File: config.mk
export PLATFORM = sky130hd
export DESIGN_NAME = fgen_bank
export DESIGN_NICKNAME = d
export VERILOG_FILES = /design/src/rtl/fgen_pkg.sv /design/src/rtl/fgen_regs.sv /design/src/rtl/fgen_div.sv /design/src/rtl/fgen_bank.sv
export SDC_FILE = /design/constraint.sdc
export NUM_CORES = 1
export LEC_CHECK = 0
export BUFFER_PORTS_ARGS = -buffer_cell sky130_fd_sc_hd__buf_2
export CAP_MARGIN = 20
export CELL_PAD_IN_SITES_DETAIL_PLACEMENT = 1
export CELL_PAD_IN_SITES_GLOBAL_PLACEMENT = 2
export CORE_ASPECT_RATIO = 1.25
export CORE_MARGIN = 1
export CORE_UTILIZATION = 30
export DETAILED_ROUTE_END_ITERATION = 12
export GPL_TIMING_DRIVEN = 0
export PLACE_DENSITY_LB_ADDON = 0.1
export SLEW_MARGIN = 20
export SYNTH_ARGS = -nofsm -noshare
export SYNTH_HDL_FRONTEND = slang
export SYNTH_HIERARCHICAL = 1
export SYNTH_SLANG_ARGS = --single-unit
File: constraint.sdc
create_clock -name clk -period 4.33 [get_ports clk]
set_input_delay 0.6495 -clock clk [delete_from_list [all_inputs] [get_ports clk]]
set_output_delay 0.6495 -clock clk [all_outputs]
set_load 0.01 [all_outputs]
File: src/rtl/fgen_pkg.sv
package fgen_pkg;

    localparam int FIELD_W   = 10;
    localparam int DIV_W     = 8;
    localparam int RATIO_W   = DIV_W + 2;
    localparam int SRC_IDX_W = 2;

    typedef struct packed {
        logic                 en;
        logic [SRC_IDX_W-1:0] src;
        logic [RATIO_W-1:0]   ratio;
    } gen_cfg_t;

    // Turn one packed generator field into an enable, source index and ratio.
    function automatic gen_cfg_t decode_field(input logic ext,
                                              input logic [FIELD_W-1:0] fld,
                                              input logic scale);
        gen_cfg_t           c;
        logic [RATIO_W-1:0] base;
        base = RATIO_W'(fld[FIELD_W-1:2]) + RATIO_W'(1);
        if (ext) begin
            c.en    = (fld[1:0] != 2'd0);
            c.src   = fld[1:0] - 2'd1;
            c.ratio = scale ? base : (base << 1);
        end else begin
            c.en    = fld[1];
            c.src   = {1'b0, fld[0]};
            c.ratio = base << 1;
        end
        return c;
    endfunction

endpackage

File: src/rtl/fgen_regs.sv
module fgen_regs #(
    parameter int NUM_REGS = 2,
    parameter int REG_W    = 32,
    parameter int SEL_W    = (NUM_REGS > 1) ? $clog2(NUM_REGS) : 1
) (
    input  logic                             clk,
    input  logic                             rst,
    input  logic                             wr_en,
    input  logic [SEL_W-1:0]                 wr_sel,
    input  logic [REG_W-1:0]                 wr_data,
    output logic [NUM_REGS-1:0][REG_W-1:0]   ctl_q
);

    for (genvar r = 0; r < NUM_REGS; r++) begin : g_word
        always_ff @(posedge clk) begin
            if (rst) begin
                ctl_q[r] <= '0;
            end else if (wr_en && (wr_sel == SEL_W'(r))) begin
                ctl_q[r] <= wr_data;
            end
        end
    end

endmodule

File: src/rtl/fgen_div.sv
module fgen_div
    import fgen_pkg::*;
#(
    parameter int NUM_SRC = 3
) (
    input  logic               clk,
    input  logic               rst,
    input  gen_cfg_t           cfg_live,
    input  logic [NUM_SRC-1:0] src_stb,
    output logic               tick
);

    gen_cfg_t           cfg_act;
    gen_cfg_t           cur;
    logic [RATIO_W-1:0] cnt;
    logic               stb;
    logic               last;

    // At the start of a period the live field applies; afterwards the captured one.
    always_comb begin
        cur = (cnt == '0) ? cfg_live : cfg_act;
        stb = 1'b0;
        for (int i = 0; i < NUM_SRC; i++) begin
            if (cur.src == SRC_IDX_W'(i)) begin
                stb = src_stb[i];
            end
        end
        last = (cnt == (cur.ratio - RATIO_W'(1)));
    end

    always_ff @(posedge clk) begin
        if (rst) begin
            cnt     <= '0;
            tick    <= 1'b0;
            cfg_act <= '0;
        end else if (!cfg_live.en) begin
            cnt  <= '0;
            tick <= 1'b0;
        end else if (stb) begin
            if (cnt == '0) begin
                cfg_act <= cfg_live;
            end
            if (last) begin
                cnt  <= '0;
                tick <= 1'b1;
            end else begin
                cnt  <= cnt + RATIO_W'(1);
                tick <= 1'b0;
            end
        end else begin
            tick <= 1'b0;
        end
    end

endmodule

File: src/rtl/fgen_bank.sv
module fgen_bank
    import fgen_pkg::*;
#(
    parameter int MODE        = 1,
    parameter int NUM_REGS    = 2,
    parameter int GEN_PER_REG = 3,
    parameter int REG_W       = 32,
    parameter int SCALE_BIT   = 30,
    parameter int NUM_SRC     = 3,
    parameter int SEL_W       = (NUM_REGS > 1) ? $clog2(NUM_REGS) : 1,
    parameter int NUM_GEN     = NUM_REGS * GEN_PER_REG
) (
    input  logic               clk,
    input  logic               rst,
    input  logic               wr_en,
    input  logic [SEL_W-1:0]   wr_sel,
    input  logic [REG_W-1:0]   wr_data,
    input  logic [SEL_W-1:0]   rd_sel,
    output logic [REG_W-1:0]   rd_data,
    input  logic [NUM_SRC-1:0] src_stb,
    output logic [NUM_GEN-1:0] tick_out
);

    localparam logic IS_EXT = (MODE != 0);

    logic [NUM_REGS-1:0][REG_W-1:0] ctl_q;

    fgen_regs #(
        .NUM_REGS (NUM_REGS),
        .REG_W    (REG_W),
        .SEL_W    (SEL_W)
    ) u_regs (
        .clk     (clk),
        .rst     (rst),
        .wr_en   (wr_en),
        .wr_sel  (wr_sel),
        .wr_data (wr_data),
        .ctl_q   (ctl_q)
    );

    assign rd_data = ctl_q[rd_sel];

    for (genvar r = 0; r < NUM_REGS; r++) begin : g_reg
        for (genvar g = 0; g < GEN_PER_REG; g++) begin : g_gen
            gen_cfg_t cfg;
            assign cfg = decode_field(IS_EXT,
                                      ctl_q[r][g*FIELD_W +: FIELD_W],
                                      ctl_q[r][SCALE_BIT]);
            fgen_div #(
                .NUM_SRC (NUM_SRC)
            ) u_div (
                .clk      (clk),
                .rst      (rst),
                .cfg_live (cfg),
                .src_stb  (src_stb),
                .tick     (tick_out[r*GEN_PER_REG + g])
            );
        end
    end

endmodule

Yosys cells after proc, flatten, opt, wreduce, memory -nomap -nowiden
Index checks and enable logic that the tools add are counted.
{"block": "totals", "word_cells": 164, "register_bits": 202, "output_inout_bits": 38, "in_bits": 40}
{"block": "classes", "n_eq_ne": 18, "n_addsub": 24, "order_cmp": 1, "muxes": 44, "n_reduce_logical": 38, "n_bitwise": 13}
{"cell": "two-way mux 10 bit", "n": 12}
{"cell": "two-way mux 12 bit", "n": 6}
{"cell": "two-way mux 32 bit", "n": 2}
{"cell": "adder 10 x 1 -> 10 bit, second input constant", "n": 6}
{"cell": "== test 10 bit", "n": 6}
{"cell": "logical NOT 10 bit", "n": 6}
{"cell": "subtractor 10 x 1 -> 10 bit, second input constant", "n": 6}
{"cell": "adder 8 x 1 -> 9 bit, second input constant", "n": 6}
{"cell": "two-way mux 1 bit", "n": 24}
{"cell": "AND reduction 3 bit", "n": 6}
{"cell": "OR reduction 3 bit", "n": 6}
{"cell": "NOT 1 bit", "n": 13}
{"cell": "== test 2 x 1 -> 1 bit, second input constant", "n": 6}
{"cell": "== test 2 bit, second input constant", "n": 6}
{"cell": "logical NOT 2 bit", "n": 6}
{"cell": "nonzero test 2 bit", "n": 6}
{"cell": "OR reduction 2 bit", "n": 6}
{"cell": "subtractor 2 x 1 -> 2 bit, second input constant", "n": 6}
{"cell": "logical AND 1 bit", "n": 2}
{"cell": "< comparator 1 x 2 -> 1 bit, second input constant", "n": 1}

Depth between registers and ports, before layout
Gate-level depths: netlist of the first run.
{"block": "logic_depth", "word_depth": 9, "ltp_mapped": 16, "depth_no_buf": 13}

Modules after synthesis
The synthesis of the first run kept the hierarchy.
{"module": "fgen_div", "cells_per_inst": 215, "seq_area_each_um2": 460.4, "area_each_um2": 1735.4, "instances": 6}
{"module": "fgen_regs", "cells_per_inst": 245, "seq_area_each_um2": 1281.2, "area_each_um2": 2656.3, "instances": 1}
{"module": "fgen_bank", "cells_per_inst": 365, "seq_area_each_um2": 0.0, "area_each_um2": 2394.8, "instances": 1}

Worst setup path after synthesis of the first run
No wires, ideal clock.
{"block": "synth_path", "path_type": "register -> register", "from": "reg g_reg[0].g_gen[2].u_div.cnt[0]", "to": "reg g_reg[0].g_gen[2].u_div.cnt[0]", "arrival_ps": 3118, "path_stages_with_launch": 16, "required_time_ps": 4189, "setup_slack_ps": 1071, "setup_time_ps": 141, "path_buffers": 3, "period_less_slack_ps": 3259, "cell_sequence": "dfxtp_1 -> inv_1 -> ha_1 -> or4b_1 -> buf_2 -> nor3_4 -> buf_6 -> mux2i_1 -> ha_1 -> xor2_1 -> xnor2_1 -> a32oi_1 -> a2111oi_0 -> and4bb_1 -> buf_6 -> nor3_2"}
{"block": "synth_between", "elab_chain_cells": 6, "word_cells_on_any_way": 12, "classes_between": "add/sub: 2; eq/ne: 3; mux: 5; reduce/logical: 2"}
{"item": "start: declaration", "line": "fgen_div.sv:15", "rtl": "logic [RATIO_W-1:0] cnt;"}
{"item": "start signal: assignment", "line": "fgen_div.sv:47", "rtl": "cnt <= cnt + RATIO_W'(1);"}
{"item": "branches (longest 6 deep; another with subtractor 10 x 1 -> 10 bit)"}
Several ways; the timed one is not identified.
A chain may end at the register's enable or synchronous reset.

Worst setup path in the final report of the first run
{"block": "layout_path", "from": "reg g_reg[0].g_gen[1].u_div.cnt[0]", "to": "reg g_reg[0].g_gen[1].u_div.cnt[7]"}
{"block": "layout_between", "elab_chain_cells": 6, "word_cells_on_any_way": 12, "classes_between": "add/sub: 2; eq/ne: 3; mux: 5; reduce/logical: 2"}
{"item": "start: declaration", "line": "fgen_div.sv:15"}
{"item": "start signal: assignment", "line": "fgen_div.sv:47"}
{"item": "branches (longest 6 deep; another with subtractor 10 x 1 -> 10 bit)"}
Several ways; the timed one is not identified.

==> results of run 1 <==
## what timing repair did
item,4_1_cts,5_1_grt
resized for setup,0,1
setup endpoints to repair,0,20
buffers inserted,0,0
## per-stage QoR
stage	area [µm²]	cells
floorplan	15500	1900
global placement	16700	2634
detailed placement	16700	2634
CTS	17500	2680
global route	17500	2680
finish	17500	2680
## Yosys cell counts, types with 30 or more instances
| cell | n | share of area, % |
|---|---|---|
| sky130_fd_sc_hd__o21ai_0 | 111 | 3.6 |
| sky130_fd_sc_hd__clkbuf_1 | 69 | 1.7 |
| sky130_fd_sc_hd__ha_1 | 30 | 2.4 |
| sky130_fd_sc_hd__or4_1 | 30 | 1.5 |
| sky130_fd_sc_hd__nor2_1 | 111 | 2.7 |
| sky130_fd_sc_hd__inv_1 | 84 | 2.0 |
| sky130_fd_sc_hd__mux2i_1 | 138 | 8.9 |
| sky130_fd_sc_hd__dfxtp_1 | 202 | 26 |
| sky130_fd_sc_hd__nor3_1 | 36 | 1.2 |
| sky130_fd_sc_hd__buf_2 | 36 | 1.2 |
| sky130_fd_sc_hd__nand2b_1 | 117 | 4.7 |
| sky130_fd_sc_hd__xnor2_1 | 88 | 5.0 |
| sky130_fd_sc_hd__a21oi_1 | 102 | 3.3 |
| sky130_fd_sc_hd__xor2_1 | 57 | 3.2 |
| sky130_fd_sc_hd__nand4_1 | 33 | 1.3 |
| sky130_fd_sc_hd__nand3_1 | 61 | 2.0 |
| sky130_fd_sc_hd__nand2_1 | 157 | 3.8 |
| sky130_fd_sc_hd__nor3_2 | 60 | 3.9 |
## layout make-up
| class | count | area (µm²) | area share (%) |
|---|---|---|---|
| Multi-Input combinational cell | 1472 | 10300 | 58.7 |
| Sequential cell | 202 | 4040 | 23.0 |
| Tap cell | 658 | 823 | 4.69 |
| Clock buffer | 38 | 807 | 4.60 |
| Buffer | 140 | 795 | 4.53 |
| Timing Repair Buffer | 76 | 380 | 2.17 |
| Inverter | 86 | 323 | 1.84 |
| Clock inverter | 8 | 71.3 | 0.406 |
## flip-flops by register name, summed over array words and instances, names as in the netlist
register               cells
g.g_gen.u_div/cfg_act     72
g.g_gen.u_div/cnt         60
g.g_gen.u_div/tick         6
u_regs/ctl_q              64
## layer usage
layer  share of wire [%]  wire length [µm]  global-route usage, %  up-vias
met4                 3.2              1850                   7.63        0
met5                   0                 0                      0        -
met1                  44             25100                   26.7     7183
met3                 2.4              1380                   1.96       82
li1                    -                 -                      -     7034
met2                  51             29000                   39.0      176
## worst reg2reg max path: stages, from the launching register on
cell,delay (ns)
sky130_fd_sc_hd__dfxtp_1,0.34
sky130_fd_sc_hd__inv_1,0.14
sky130_fd_sc_hd__ha_1,0.18
sky130_fd_sc_hd__or4b_1,0.42
sky130_fd_sc_hd__buf_2,0.19
sky130_fd_sc_hd__nor3_4,0.32
sky130_fd_sc_hd__buf_6,0.21
sky130_fd_sc_hd__mux2i_1,0.25
sky130_fd_sc_hd__ha_1,0.24
sky130_fd_sc_hd__xor2_1,0.28
sky130_fd_sc_hd__xor2_1,0.11
sky130_fd_sc_hd__nor2_1,0.11
sky130_fd_sc_hd__a32oi_1,0.06
sky130_fd_sc_hd__a2111oi_0,0.42
sky130_fd_sc_hd__and4bb_1,0.34
sky130_fd_sc_hd__buf_6,0.19
sky130_fd_sc_hd__nor3_2,0.06
## worst max path at each step
stage | start | to | cells past startpoint
floorplan | g_reg[0].g_gen[2].u_div/cnt[0] | g_reg[0].g_gen[2].u_div/cnt[0] | 15
finish | g_reg[0].g_gen[1].u_div/cnt[0] | g_reg[0].g_gen[1].u_div/cnt[7] | 16
detailed placement | g_reg[1].g_gen[2].u_div/cnt[0] | g_reg[1].g_gen[2].u_div/cnt[4] | 16
CTS | g_reg[1].g_gen[2].u_div/cnt[0] | g_reg[1].g_gen[2].u_div/cnt[4] | 15
global route | g_reg[0].g_gen[2].u_div/cnt[0] | g_reg[0].g_gen[2].u_div/cnt[5] | 16
global placement | g_reg[1].g_gen[2].u_div/cnt[0] | g_reg[1].g_gen[2].u_div/cnt[3] | 15
## cells by family (layout without fill, tap and decap cells)
logic type,count (synthesis),after routing,synth area share [%]
AND/OR/NAND/NOR,735,735,27.8
flip-flops,202,202,26.2
AO/OA/AOI/OAI,392,392,16.8
multiplexers,170,170,11.4
buffers and inverters,226,348,7.23
adder cells (fa/ha/maj),30,30,2.43
XOR/XNOR,145,145,8.21
## where the power goes
part           internal (µW)  leakage (µW)  switching (µW)  total, µW
logic                    357       0.00466             567        924
clock network           1340      0.000438             911       2250
registers               1900       0.00164            54.5       1950
total                   3600       0.00673            1530       5130
==> results.sh, run 1 <==
export IMPL_status="complete, no violations"
export IMPL_die_y_um=256
export IMPL_layout_commonest_cell="sky130_fd_sc_hd__dfxtp_1"
export IMPL_ant_nets=0
export IMPL_master_cell_of_the_clock_root_buffer="sky130_fd_sc_hd__clkbuf_16"
export IMPL_max_slew_margin_rel_pct=25.7
export IMPL_timing_final_crit_period_ns=4.00
export IMPL_synthesis_area_um2=15500
export IMPL_synth_edff_count=0
export IMPL_ant_diodes=0
export IMPL_floorplan_die_area_um2=52500
export IMPL_worst_path_dominant_cell_family="simple AND/OR/NAND/NOR gates"
export IMPL_rows=92
export IMPL_cp_slowest_cell="sky130_fd_sc_hd__or4b_1"
export IMPL_globalRouteTotalUtil_pct=21.8
export IMPL_floorplan_initialDensity_pct=30.5
export IMPL_power_density_nw_per_um2=292
export IMPL_cts_made_buffers=27
export IMPL_critPathMaxFanout=10
export IMPL_portBuffers=76
export IMPL_max_freq_mhz=250
export IMPL_area_growth_synth_to_final_pct=13.5
export IMPL_reg2regPathDepth=16
export IMPL_finish_net_count=2075
export IMPL_cts_tree="built"
export IMPL_syn_instance_count=1900
export IMPL_finClkSkew_ns=0.0125
export IMPL_worst_hold_path_type="in -> reg"
export IMPL_grt_pass1_vias=15300
export IMPL_irDropWorstVdd_uv=257
export IMPL_drt_iter0_markers=568
export IMPL_worstSetupPathType="reg -> reg"
export IMPL_drive_gt1_share_pct=15.9
export IMPL_worstPathBufferInverterCount=4
export IMPL_timing_hold_worst_start="wr_data[26]"
export IMPL_drt_drc_violations_left=0
export IMPL_report_power_total_uw=5130
export IMPL_finalCritPeriodShare_pct=92.3
export IMPL_sum_of_net_half_perimeters_after_detailed_placement_mm=44.1
export IMPL_drt_pass1_iterations=5
export IMPL_routabilityCongestion=0.853
export IMPL_die_w_um=205
export IMPL_setup_worst_path_end_class="flop"
export IMPL_timing_final_ws_setup_ns=0.334
export IMPL_skew_pair_late_insertion_delay_ns=0.56
export IMPL_placeableCoreArea_um2=50600
export IMPL_timing_final_hold_violations=0
export IMPL_avgRoutedWirePerCell_um=21.4
export IMPL_ys_ff_latch=202
export IMPL_filler_cell_count=6139
export IMPL_number_of_antenna_violations_at_the_first_check_in_global_routing=0
export IMPL_rrSetupSlack_ns=0.33
export IMPL_r2r_start="g_reg[0].g_gen[1].u_div/cnt[0]"
export IMPL_critical_path_required_ns=4.75
export IMPL_startpoint_type="flop"
export IMPL_via_per_inst=5.40
export IMPL_wire_length_of_the_first_global_routing_pass_mm=89.6
export IMPL_synth_warning_count=6
export IMPL_wl_mm=57.3
export IMPL_cts_sinks=202
export IMPL_via_count=14500
export IMPL_hold_end="u_regs/ctl_q[58]"
export IMPL_ctsLongestPathBuffers=3
export IMPL_slowest_delay_ns=0.42
export IMPL_worst_ep_arrival_time_ns=4.41
export IMPL_whs_ns=0.380
export IMPL_pre_cts_ws_ns=0.240
export IMPL_setup_total_negative_slack_ns=0
export IMPL_largest_net_degree_at_the_start_of_global_routing=31
export IMPL_max_cap_violations=0
export IMPL_worst_hold_path_depth=3
export IMPL_synth_ff_type="sky130_fd_sc_hd__dfxtp_1"
export IMPL_rsz0062_at_grt="false"
export IMPL_clkSlewWorstSetupHoldPaths_ns=0.06
export IMPL_cts_htree_levels=1
export IMPL_layout_cells_most_common_list="202 x sky130_fd_sc_hd__dfxtp_1, 157 x sky130_fd_sc_hd__nand2_1, 138 x sky130_fd_sc_hd__mux2i_1"
export IMPL_synth_yosys_seq_area_share_pct=26.2
export IMPL_yosys_cell_types_count=71
export IMPL_finalCoreUtilization_pct=34.6
export IMPL_timing_rr_end="g_reg[0].g_gen[1].u_div/cnt[7]"
export IMPL_finalSetupViolCount=0
export IMPL_tightestPinTransition_ns=1.10
export IMPL_syn_num_nets=1970
export IMPL_overflow=0
export IMPL_post_cts_hold_buffers=0
export IMPL_final_max_slew_violation_count=0
export IMPL_static_leakage_power_uw=0.00673
export IMPL_timing_critical_path_cells="inv_1 > ha_1 > or4b_1 > buf_2 > nor3_4 > buf_6 > mux2i_1 > ha_1 > xor2_1 > xor2_1 > nor2_1 > a32oi_1 > a2111oi_0 > and4bb_1 > buf_6 > nor3_2"
export IMPL_async_s_r_ff_share_synth_pct=0
export IMPL_io_pin_count=78
export IMPL_avgSynthCellArea_um2=8.14
Power figures use the tool's default switching activity.
==> run 2: changes to the inputs <==
--- a/config.mk
+++ b/config.mk
@@ -18,5 +18,4 @@
 export SLEW_MARGIN = 20
 export SYNTH_ARGS = -nofsm -noshare
 export SYNTH_HDL_FRONTEND = slang
-export SYNTH_HIERARCHICAL = 1
 export SYNTH_SLANG_ARGS = --single-unit
==> run 2 against run 1 <==
Design area decreased by 6.6%. Critical path depth fell by 2. Die area down 7.6%. Non-clock buffer count is the same. Via count decreased by 2.5%. First-iteration DRC count up 16%. Global-route usage up 1.6 points. Sequential cell count stayed put. Sequential share of layout area increased by 1.6 points. Wire length is 1.2% lower. Critical endpoint is now g_reg[0].g_gen[0].u_div.cnt[1]. Largest cell class unchanged.
==> results.sh, run 2 <==
export IMPL_syn_instance_count=1834
export IMPL_rrSetupSlack_ns=0.23
export IMPL_reg2regPathDepth=14
export IMPL_layout_cells_most_common_list="239 x sky130_fd_sc_hd__nand2_1, 202 x sky130_fd_sc_hd__dfxtp_1, 140 x sky130_fd_sc_hd__a21oi_1"
export IMPL_synthDominantAreaCellType="sky130_fd_sc_hd__dfxtp_1"
export IMPL_worst_hold_path_depth=3
export IMPL_floorplan_initialDensity_pct=30.3
export IMPL_tightestPinTransition_ns=1.03
export IMPL_ys_ff_latch=202
export IMPL_power_density_nw_per_um2=306
export IMPL_largest_net_degree_at_the_start_of_global_routing=20
export IMPL_timing_rr_end="g_reg[0].g_gen[0].u_div.cnt[1]"
export IMPL_irDropWorstVdd_uv=308
export IMPL_report_power_total_uw=5010
export IMPL_synth_edff_count=0
export IMPL_top_regs="g.g_gen.u_div.cfg_act: 72 flops, u_regs.ctl_q: 64 flops, g.g_gen.u_div.cnt: 60 flops"
export IMPL_rows=89
export IMPL_synth_most_common_cell="sky130_fd_sc_hd__nand2_1"
export IMPL_synthesis_area_um2=14300
export IMPL_critPathMaxFanout=10
export IMPL_layout_commonest_cell="sky130_fd_sc_hd__nand2_1"
export IMPL_routabilityCongestion=0.854
export IMPL_max_slew_margin_rel_pct=31.4
export IMPL_finClkSkew_ns=0.0153
export IMPL_via_count=14100
export IMPL_drt_pass1_iterations=5
export IMPL_ant_diodes=0
export IMPL_wl_mm=56.6
export IMPL_synth_warning_count=0
export IMPL_wire_length_of_the_first_global_routing_pass_mm=87.4
export IMPL_drt_iter0_markers=661
export IMPL_cts_htree_levels=1
export IMPL_area_growth_synth_to_final_pct=14.8
export IMPL_synthTopCellsByCount="239 x sky130_fd_sc_hd__nand2_1, 202 x sky130_fd_sc_hd__dfxtp_1, 140 x sky130_fd_sc_hd__a21oi_1"
export IMPL_sum_of_net_half_perimeters_after_detailed_placement_mm=43.8
export IMPL_max_freq_mhz=244
export IMPL_max_cap_violations=0
export IMPL_portBuffers=75
export IMPL_timing_hold_worst_start="wr_data[18]"
export IMPL_setup_worst_path_end_class="flop"
export IMPL_status="complete, no violations"
export IMPL_layoutNonFillerInstCount=2592
export IMPL_detailed_place_area_um2=15500
export IMPL_cts_tree="built"
export IMPL_rsz0062_at_grt="false"
export IMPL_worst_ep_arrival_time_ns=4.57
export IMPL_largest_register_ffs=72
export IMPL_max_flop_register="g.g_gen.u_div.cfg_act"
export IMPL_dpl_cell_count=2546
export IMPL_ctsLongestPathBuffers=3
export IMPL_ant_nets=0
export IMPL_finish_net_count=2006
export IMPL_syn_num_nets=1904
export IMPL_drive_gt1_share_pct=13.0
export IMPL_globalRouteTotalUtil_pct=23.4
export IMPL_synth_yosys_seq_area_share_pct=28.3
export IMPL_avgRoutedWirePerCell_um=21.8
export IMPL_timing_final_crit_period_ns=4.10
export IMPL_async_s_r_ff_share_synth_pct=0
export IMPL_number_of_antenna_violations_at_the_first_check_in_global_routing=0
export IMPL_postLayoutCellArea_um2=16400
export IMPL_r2r_start="u_regs.ctl_q[30]"
export IMPL_yosys_cell_types_count=95
export IMPL_synth_area_top_cells="sky130_fd_sc_hd__dfxtp_1 28%, sky130_fd_sc_hd__nand2_1 6.3%, sky130_fd_sc_hd__a21oi_1 4.9%, sky130_fd_sc_hd__xnor2_1 4.8%, sky130_fd_sc_hd__mux2i_1 4.8%"
export IMPL_synth_top_cell_area_share_pct=28.3
export IMPL_via_per_inst=5.44
export IMPL_clkSlewWorstSetupHoldPaths_ns=0.06
export IMPL_finalCritPeriodShare_pct=94.6
export IMPL_finalSetupViolCount=0
export IMPL_final_max_slew_violation_count=0
export IMPL_hold_end="u_regs.ctl_q[50]"
export IMPL_avgSynthCellArea_um2=7.78
export IMPL_overflow=0
export IMPL_floorplan_die_area_um2=48500
export IMPL_synth_ff_type="sky130_fd_sc_hd__dfxtp_1"
export IMPL_master_cell_of_the_clock_root_buffer="sky130_fd_sc_hd__clkbuf_16"
export IMPL_placeableCoreArea_um2=47100
export IMPL_startpoint_type="flop"
export IMPL_io_pin_count=78
export IMPL_die_y_um=246
export IMPL_cts_sinks=202
export IMPL_critical_path_required_ns=4.80
export IMPL_grt_pass1_vias=14500
export IMPL_static_leakage_power_uw=0.00601
export IMPL_cts_made_buffers=27
export IMPL_drt_drc_violations_left=0
export IMPL_timing_final_hold_violations=0
export IMPL_die_w_um=197
export IMPL_skew_pair_late_insertion_delay_ns=0.58
export IMPL_finalCoreUtilization_pct=34.8
export IMPL_worst_hold_path_type="in -> reg"
export IMPL_worstSetupPathType="reg -> reg"
run 2: cell types whose count changed in the layout (fill, tap and decap cells not counted), moves of 22 or more:
cell                       delta
sky130_fd_sc_hd__nor3_2      -56
sky130_fd_sc_hd__nor4_1      +27
sky130_fd_sc_hd__mux2i_1     -69
sky130_fd_sc_hd__or4_1       -28
sky130_fd_sc_hd__buf_6       -22
sky130_fd_sc_hd__nand2b_1    -97
sky130_fd_sc_hd__inv_1       -26
sky130_fd_sc_hd__o21ai_0     -62
sky130_fd_sc_hd__nand2_1     +82
sky130_fd_sc_hd__a21oi_1     +38
run 2: power breakdown:
group | switching [µW] | internal [µW] | total [µW]
clock network | 946 | 1340 | 2290
registers | 45.7 | 1900 | 1940
logic | 506 | 273 | 779
total | 1500 | 3510 | 5010
run 2: worst max-delay path by stage:
stage,start,end,slack (ns),depth (start not counted)
final,u_regs.ctl_q[30],g_reg[0].g_gen[0].u_div.cnt[1],0.23,14
after global routing,g_reg[1].g_gen[0].u_div.cnt[0],g_reg[1].g_gen[0].u_div.cnt[8],0.007,16
after CTS,g_reg[0].g_gen[0].u_div.cnt[2],g_reg[0].g_gen[0].u_div.cnt[3],0.1,14
after detailed placement,u_regs.ctl_q[62],g_reg[1].g_gen[0].u_div.cnt[7],-0.67,17
after global placement,u_regs.ctl_q[62],g_reg[1].g_gen[0].u_div.cnt[9],-0.61,17
after floorplan,g_reg[0].g_gen[0].u_div.cnt[2],g_reg[0].g_gen[0].u_div.cnt[0],0.72,14
run 2: final cells by class:
type | instances | area, µm²
Inverter | 60 | 225
Buffer | 139 | 647
Fill cell | 5769 | 30700
Clock buffer | 36 | 759
Timing Repair Buffer | 77 | 390
Tap cell | 637 | 797
Sequential cell | 202 | 4040
Clock inverter | 12 | 116
Multi-Input combinational cell | 1429 | 9410
run 2: timing repair:
| item | CTS | global route |
|---|---|---|
| resized for setup | 8 | 9 |
| pin swaps | 0 | 2 |
| hold buffers | 0 | 0 |
| setup endpoints to repair | 44 | 41 |
| setup buffers | 0 | 2 |
run 2: cells by family after synthesis:
| family | synth area share [%] |
|---|---|
| adders and majority gates | 2.63 |
| and+or+nand+nor | 26.9 |
| xor gates and xnor gates | 7.93 |
| muxes | 7.60 |
| DFF | 28.3 |
| buffers and inverters | 6.08 |
| AOI/OAI and AO/OA | 20.6 |
run 2: critical path: stages, from the launching register on:
cell                        delay [ns]
sky130_fd_sc_hd__dfxtp_1          0.38
sky130_fd_sc_hd__buf_4            0.22
sky130_fd_sc_hd__inv_2            0.22
sky130_fd_sc_hd__buf_1            0.62
sky130_fd_sc_hd__nor2_1           0.14
sky130_fd_sc_hd__mux2i_1          0.28
sky130_fd_sc_hd__ha_1             0.26
sky130_fd_sc_hd__nand4_1          0.12
sky130_fd_sc_hd__a211o_1          0.35
sky130_fd_sc_hd__a21oi_1          0.21
sky130_fd_sc_hd__a2111oi_0        0.10
sky130_fd_sc_hd__o31ai_1          0.45
sky130_fd_sc_hd__a2111oi_4        0.17
sky130_fd_sc_hd__buf_4            0.21
sky130_fd_sc_hd__nor4_1           0.24
run 2: routing by layer:
metal,GRT usage (%),vias up,wire length (µm)
li1,-,6879,-
met1,28.5,6944,25100
met2,42.0,199,27900
met3,2.65,85,1670
met4,8.34,0,1940
met5,0,-,0
run 2: through the flow:
stage          worst slack, ns  TNS (ns)  hold WS [ns]
2_1_floorplan            0.717         0         0.433
3_3_place_gp            -0.615    -16.96         0.440
3_5_place_dp            -0.668    -18.65         0.451
4_1_cts                 0.0981         0         0.293
5_1_grt                0.00696         0         0.313
6_report                 0.232         0         0.321
